**config.mk**
```make
export PLATFORM = sky130hd
export DESIGN_NAME = stego_lsb_engine
export DESIGN_NICKNAME = d
export VERILOG_FILES = /design/src/rtl/stego_pkg.sv /design/src/rtl/stego_addr_gen.sv /design/src/rtl/stego_serializer.sv /design/src/rtl/stego_collector.sv /design/src/rtl/stego_lsb_engine.sv
export SDC_FILE = /design/constraint.sdc
export NUM_CORES = 1
export LEC_CHECK = 0
export ABC_AREA = 1
export CAP_MARGIN = 30
export CORE_ASPECT_RATIO = 1.4
export CORE_MARGIN = 2
export CORE_UTILIZATION = 55
export CTS_BUF_LIST = sky130_fd_sc_hd__clkbuf_8
export DETAILED_ROUTE_END_ITERATION = 16
export DONT_BUFFER_PORTS = 1
export PLACE_DENSITY_LB_ADDON = 0.25
export SLEW_MARGIN = 20
export SYNTH_ARGS = -nofsm -noshare
export SYNTH_HDL_FRONTEND = slang
export SYNTH_HIERARCHICAL = 1
export SYNTH_SLANG_ARGS = --single-unit
```
**constraint.sdc**
```tcl
create_clock -name clk -period 3.2 [get_ports clk]
set_input_delay 0 -clock clk [delete_from_list [all_inputs] [get_ports clk]]
set_output_delay 0 -clock clk [all_outputs]
set_load 0.02 [all_outputs]
```
**src/rtl/stego_pkg.sv**
```systemverilog
package stego_pkg;
    localparam int KEY_W = 16;
    localparam logic [KEY_W-1:0] LFSR_TAPS = 16'hB400;
    localparam logic [KEY_W-1:0] ZERO_KEY_SEED = 16'hACE1;

    typedef enum logic [2:0] {
        ST_IDLE, ST_STEP, ST_PICK, ST_READ, ST_WAIT, ST_WRITE, ST_FIN, ST_DONE
    } ctl_state_e;

    function automatic logic [KEY_W-1:0] lfsr_advance(input logic [KEY_W-1:0] s);
        return s[0] ? ((s >> 1) ^ LFSR_TAPS) : (s >> 1);
    endfunction
endpackage

```
**src/rtl/stego_addr_gen.sv**
```systemverilog
module stego_addr_gen #(
    parameter int ADDR_W = 8
) (
    input  logic                       clk,
    input  logic                       rst,
    input  logic                       seed_load,
    input  logic [stego_pkg::KEY_W-1:0] seed,
    input  logic                       step,
    input  logic                       mark,
    output logic [ADDR_W-1:0]          addr,
    output logic                       addr_used
);
    import stego_pkg::*;
    localparam int DEPTH = 1 << ADDR_W;

    typedef struct packed {
        logic [KEY_W-1:0] lfsr;
        logic [DEPTH-1:0] used;
    } gen_regs_t;

    gen_regs_t r_d, r_q;

    assign addr      = r_q.lfsr[ADDR_W-1:0];
    assign addr_used = r_q.used[addr];

    always_comb begin
        r_d = r_q;
        if (seed_load) begin
            r_d.lfsr = (seed == '0) ? ZERO_KEY_SEED : seed;
            r_d.used = '0;
        end else begin
            if (step) r_d.lfsr = lfsr_advance(r_q.lfsr);
            if (mark) r_d.used[addr] = 1'b1;
        end
    end

    always_ff @(posedge clk) begin
        if (rst) begin
            r_q.lfsr <= ZERO_KEY_SEED;
            r_q.used <= '0;
        end else begin
            r_q <= r_d;
        end
    end

    // a pixel is claimed only if it is still free in this run
    p_mark_fresh_r5: assert property (@(posedge clk) disable iff (rst)
        mark |-> !r_q.used[addr]);
    // a maximal-length LFSR never reaches the all-zero state
    p_lfsr_live_r4: assert property (@(posedge clk) disable iff (rst)
        r_q.lfsr != '0);
endmodule

```
**src/rtl/stego_serializer.sv**
```systemverilog
module stego_serializer #(
    parameter int MSG_BITS = 40
) (
    input  logic                clk,
    input  logic                rst,
    input  logic                load,
    input  logic [MSG_BITS-1:0] din,
    input  logic                shift,
    output logic                bit_o
);
    logic [MSG_BITS-1:0] sh_d, sh_q;

    assign bit_o = sh_q[MSG_BITS-1];

    always_comb begin
        sh_d = sh_q;
        if (load)       sh_d = din;
        else if (shift) sh_d = {sh_q[MSG_BITS-2:0], 1'b0};
    end

    always_ff @(posedge clk) begin
        if (rst) sh_q <= '0;
        else     sh_q <= sh_d;
    end
endmodule

```
**src/rtl/stego_collector.sv**
```systemverilog
module stego_collector #(
    parameter int MSG_BITS = 40
) (
    input  logic                clk,
    input  logic                rst,
    input  logic                clr,
    input  logic                en,
    input  logic                bit_i,
    output logic [MSG_BITS-1:0] dout
);
    logic [MSG_BITS-1:0] col_d, col_q;

    assign dout = col_q;

    always_comb begin
        col_d = col_q;
        if (clr)     col_d = '0;
        else if (en) col_d = {col_q[MSG_BITS-2:0], bit_i};
    end

    always_ff @(posedge clk) begin
        if (rst) col_q <= '0;
        else     col_q <= col_d;
    end

    // the recovered word moves only on a capture or a clear
    p_hold_r7: assert property (@(posedge clk) disable iff (rst)
        (!$past(en) && !$past(clr)) |-> $stable(col_q));
endmodule

```
**src/rtl/stego_lsb_engine.sv**
```systemverilog
module stego_lsb_engine #(
    parameter int ADDR_W   = 8,
    parameter int PIX_W    = 8,
    parameter int MSG_BITS = 40
) (
    input  logic                        clk,
    input  logic                        rst,
    input  logic                        mode_embed,
    input  logic                        start,
    input  logic [stego_pkg::KEY_W-1:0] key,
    input  logic                        msg_load,
    input  logic [MSG_BITS-1:0]         msg_in,
    output logic [MSG_BITS-1:0]         msg_out,
    output logic                        done,
    output logic [ADDR_W-1:0]           mem_addr,
    output logic                        mem_rd,
    output logic                        mem_wr,
    output logic [PIX_W-1:0]            mem_wdata,
    input  logic [PIX_W-1:0]            mem_rdata
);
    import stego_pkg::*;
    localparam int CNT_W = $clog2(MSG_BITS);
    localparam logic [CNT_W-1:0] LAST_BIT = CNT_W'(MSG_BITS - 1);

    typedef struct packed {
        ctl_state_e       st;
        logic             embed;
        logic [CNT_W-1:0] cnt;
        logic [PIX_W-1:0] pix;
    } ctl_regs_t;

    ctl_regs_t c_d, c_q;

    logic gen_seed, gen_step, gen_mark, gen_used;
    logic ser_load, ser_shift, ser_bit;
    logic col_clr, col_en;
    logic [ADDR_W-1:0] gen_addr;

    stego_addr_gen #(.ADDR_W(ADDR_W)) u_gen (
        .clk(clk), .rst(rst), .seed_load(gen_seed), .seed(key),
        .step(gen_step), .mark(gen_mark), .addr(gen_addr), .addr_used(gen_used)
    );

    stego_serializer #(.MSG_BITS(MSG_BITS)) u_ser (
        .clk(clk), .rst(rst), .load(ser_load), .din(msg_in),
        .shift(ser_shift), .bit_o(ser_bit)
    );

    stego_collector #(.MSG_BITS(MSG_BITS)) u_col (
        .clk(clk), .rst(rst), .clr(col_clr), .en(col_en),
        .bit_i(mem_rdata[0]), .dout(msg_out)
    );

    assign mem_addr = gen_addr;

    always_comb begin
        c_d       = c_q;
        gen_seed  = 1'b0;
        gen_step  = 1'b0;
        gen_mark  = 1'b0;
        ser_load  = 1'b0;
        ser_shift = 1'b0;
        col_clr   = 1'b0;
        col_en    = 1'b0;
        mem_rd    = 1'b0;
        mem_wr    = 1'b0;
        mem_wdata = {c_q.pix[PIX_W-1:1], ser_bit};
        done      = 1'b0;
        unique case (c_q.st)
            ST_IDLE: begin
                if (start) begin
                    gen_seed = 1'b1;
                    col_clr  = !mode_embed;
                    c_d.embed = mode_embed;
                    c_d.cnt   = '0;
                    c_d.st    = ST_STEP;
                end else if (msg_load) begin
                    ser_load = 1'b1;
                end
            end
            ST_STEP: begin
                gen_step = 1'b1;
                c_d.st   = ST_PICK;
            end
            ST_PICK: begin
                if (gen_used) begin
                    c_d.st = ST_STEP;
                end else begin
                    gen_mark = 1'b1;
                    c_d.st   = ST_READ;
                end
            end
            ST_READ: begin
                mem_rd = 1'b1;
                c_d.st = ST_WAIT;
            end
            ST_WAIT: begin
                c_d.pix = mem_rdata;
                if (c_q.embed) begin
                    c_d.st = ST_WRITE;
                end else begin
                    col_en = 1'b1;
                    c_d.st = ST_FIN;
                end
            end
            ST_WRITE: begin
                mem_wr    = 1'b1;
                ser_shift = 1'b1;
                c_d.st    = ST_FIN;
            end
            ST_FIN: begin
                if (c_q.cnt == LAST_BIT) begin
                    c_d.st = ST_DONE;
                end else begin
                    c_d.cnt = c_q.cnt + 1'b1;
                    c_d.st  = ST_STEP;
                end
            end
            ST_DONE: begin
                done   = 1'b1;
                c_d.st = ST_IDLE;
            end
            default: c_d.st = ST_IDLE;
        endcase
    end

    always_ff @(posedge clk) begin
        if (rst) begin
            c_q.st    <= ST_IDLE;
            c_q.embed <= 1'b0;
            c_q.cnt   <= '0;
            c_q.pix   <= '0;
        end else begin
            c_q <= c_d;
        end
    end

    // the memory port never reads and writes in one cycle
    p_rd_wr_excl_r6: assert property (@(posedge clk) disable iff (rst)
        !(mem_rd && mem_wr));
    // the write hits the address read two cycles earlier
    p_same_addr_r2: assert property (@(posedge clk) disable iff (rst)
        mem_wr |-> ($past(mem_rd, 2) && mem_addr == $past(mem_addr, 2)));
    // only bit 0 differs from the pixel that was fetched
    p_upper_kept_r2: assert property (@(posedge clk) disable iff (rst)
        mem_wr |-> (mem_wdata[PIX_W-1:1] == $past(mem_rdata[PIX_W-1:1])));
    // completion is a single-cycle pulse
    p_done_pulse_r9: assert property (@(posedge clk) disable iff (rst)
        done |=> !done);
    // an extract run never writes
    p_extract_nowrite_r11: assert property (@(posedge clk) disable iff (rst)
        mem_wr |-> c_q.embed);
    // reset leaves the memory port quiet
    p_reset_quiet_r1: assert property (@(posedge clk)
        $past(rst) |-> (!mem_rd && !mem_wr && !done));
endmodule

```
==> results.md <==
* Port Buf Inserts at 0
* Setup TNS at 0 ps
* Initial DRC Count at 1252
* Post-CTS setup buffer count at 0
* Tcrit/Tclk final at 0.930
* Register area share after synthesis at 0.437
* CTS root buffer: clkbuf_8
* Post-cts sizing count at 0
* Post-synth EDFFs at 0
* Pin count of the biggest net entering global routing at 70
* RSZ-0062 raised after global routing: no
* Post-DP HPWL at 27900 um
* Area Growth Syn to Fin at 13.7%
* First-pass iteration count of the detailed router at 5
* Worst min-delay path class: primary input to register
* Die Y at 211 um
* Total track usage at 0.283
* Comb pwr share at 0.158
* Starting density of the core at 0.561
* Die area at 0.0321 mm2
* DR vias at 15800
* Status: completed
* Max-cap violations at 0
* Final RePlAce weighted congestion at 0.887
* WL/cell at 16.0 um
* Syn Inst Count at 2444
* DR DRC count at 0
* Final nets at 2570
* Initial antenna violation count at 1
* Layout cells sized above 1 at 0.111
* Startpoint types: register
* Core ar. at 0.0301 mm2
* Maximum net fanout on the critical path at 51
* Final setup fails at 0
* Chip width at 152 um
* Syn Nets at 2514
* Leak at 8.08 nW
* First-pass GRT wire length at 75000 um
* Ys Warns at 6
* Top_reg_cell synth: dfxtp_1
* Power per Cell Area at 534 mW/mm2
* Number of global-route vias before repair at 15100
* Maximum VDD drop at 0.000375 V
* Worst EP arrival at 3500 ps
* Fmax at 336 MHz
* Slew Viols, Final at 0
* H-tree levels at 2
* Synth area leaders: dfxtp_1 44%, nand2_1 18%, a21oi_1 8.1%
* Tmin final at 2980 ps
* Yosys top cell by area: dfxtp_1
* Final Hold Viols at 0
* Sw power at 0.00308 W
* Dpl ws at 331 ps
* Grt total ovfl at 0
* Sink Count at 369
* Mean post-synth cell area at 6.91 um2
* Power Total at 0.0102 W
* Register share of total power at 0.474
* Final wirelength at 46800 um
* Total CTS buffers at 54
* Fillers at 2643
* Critical path type: register to register
* Vias per std cell at 5.40
* Hold Slack at 82.6 ps
* Clk Latency, worst-skew pair at 610 ps
* FP Rows at 75
* #FFs+latches synth at 369
* Seq. cell area at 0.00739 mm2
* WP data required at 3720 ps
* Top cell type's share of synthesized area at 0.437
* Synth top cells by count: 806 x nand2_1, 369 x dfxtp_1, 338 x nor2_1, 274 x a21oi_1, 181 x inv_1
* Transition time of the tightest slew-check pin at 953 ps
* Worst setup EP type: register
* Internal power at 0.00717 W
* Clk network pwr share at 0.369
* Post-route ant nets at 0
* Max_slew headroom at 0.360
* Synth unique cells at 45
* Top-count cell post-synth: nand2_1
* CTS tree: done
* CTS Buffer Depth at 3
* IO Pins at 128
* Switching Fraction at 0.300
* Worst-path clk slew at 70 ps
* Syn Std Cell Area at 0.0169 mm2
* Fraction of registers with async set/reset at 0
* Multi-input gate area at 0.00776 mm2
* PnR worst setup slack at 223 ps
* Clk_skew at 25.9 ps
## cells by family after synthesis
group                    count (synthesis)  synth area share
adder cells (fa/ha/maj)                  1          0.000741
AO/OA/AOI/OAI                          403             0.124
XOR/XNOR                                 3           0.00156
AND/OR/NAND/NOR                       1307             0.332
buffers and inverters                  361             0.104
flip-flops                             369             0.437
## worst paths after layout
| kind | cells after the start | start | slack, ps | endpoint |
|---|---|---|---|---|
| min | 6 | msg_load | 80 | u_ser/sh_q[3] |
| max | 22 | u_gen/addr[0] | 220 | u_gen/r_q[37] |
| min reg2reg | 2 | u_gen/r_q[158] | 450 | u_gen/r_q[158] |
| max reg2reg | 22 | u_gen/addr[0] | 220 | u_gen/r_q[37] |
## flip-flops by register name, summed over array words and instances, names as in the netlist
| register | cells |
|---|---|
| c_q | 10 |
| mem_wdata | 7 |
| u_col/dout | 40 |
| u_gen/addr | 8 |
| u_gen/r_q | 264 |
| u_ser/sh_q | 40 |
## what timing repair did
item | CTS | global route
hold buffers | 92 | 0
endpoints found under the hold margin | 113 | 0
setup endpoints to repair | 0 | 0
## cell type report
cell class / instances / share of cell area
Sequential cell: 369 / 0.385
Clock inverter: 28 / 0.00743
Antenna cell: 1 / 0.000130
Timing Repair Buffer: 165 / 0.0905
Clock buffer: 69 / 0.0494
Multi-Input combinational cell: 1714 / 0.404
Inverter: 196 / 0.0387
Tap cell: 385 / 0.0251
## power groups by stage
stage | registers, W | clock network (W) | logic (W)
3_3_place_gp | 0.00494 | 0 | 0.00143
5_1_grt | 0.00486 | 0.00404 | 0.00173
2_1_floorplan | 0.00488 | 0 | 0.00112
6_report | 0.00485 | 0.00378 | 0.00161
4_1_cts | 0.00484 | 0.00385 | 0.00156
3_5_place_dp | 0.00495 | 0 | 0.00144
## metal layers
layer	vias to the layer above	wire (um)	global-route usage
li1	7721	-	-
met1	7261	18200	0.324
met2	655	23100	0.508
met3	175	3230	0.0510
met4	0	2210	0.138
met5	-	0	0
## cells in the final DEF (no fill, tap or decap), types with 21 or more instances in the layout
cell / count
nand3_2: 43
clkbuf_8: 69
nand2_1: 805
o21ai_1: 31
inv_1: 199
nand2_2: 24
nand3_1: 46
dlygate4sd3_1: 92
a21oi_1: 274
buf_4: 51
buf_12: 21
dfxtp_1: 367
o21ai_0: 73
nor2_1: 338
## through the flow
step / instances / utilization / area [um2]
final: 2927 / 0.638 / 19200
after global routing: 2927 / 0.638 / 19200
after CTS: 2925 / 0.637 / 19200
after global placement: 2736 / 0.570 / 17200
after floorplan: 2444 / - / 16900
after detailed placement: 2736 / 0.570 / 17200
## critical path, cell delays in order, from the launching register on
cell and delay, ps:
dfxtp_4 380, inv_2 120, buf_12 240, o21ai_0 170, nand2_1 110, nand2_1 60
nand2_1 60, nand2_1 70, o21ai_1 120, nand2_1 120, nor2_1 110, nor2_1 50
nor2_1 110, nand2_1 50, nor2_1 80, nand2_1 60, inv_1 90, inv_2 80
buf_12 170, nor3_4 190, buf_4 200, nand2_1 70, a21oi_1 130
Note: power is estimated with default switching activity, not from simulation.
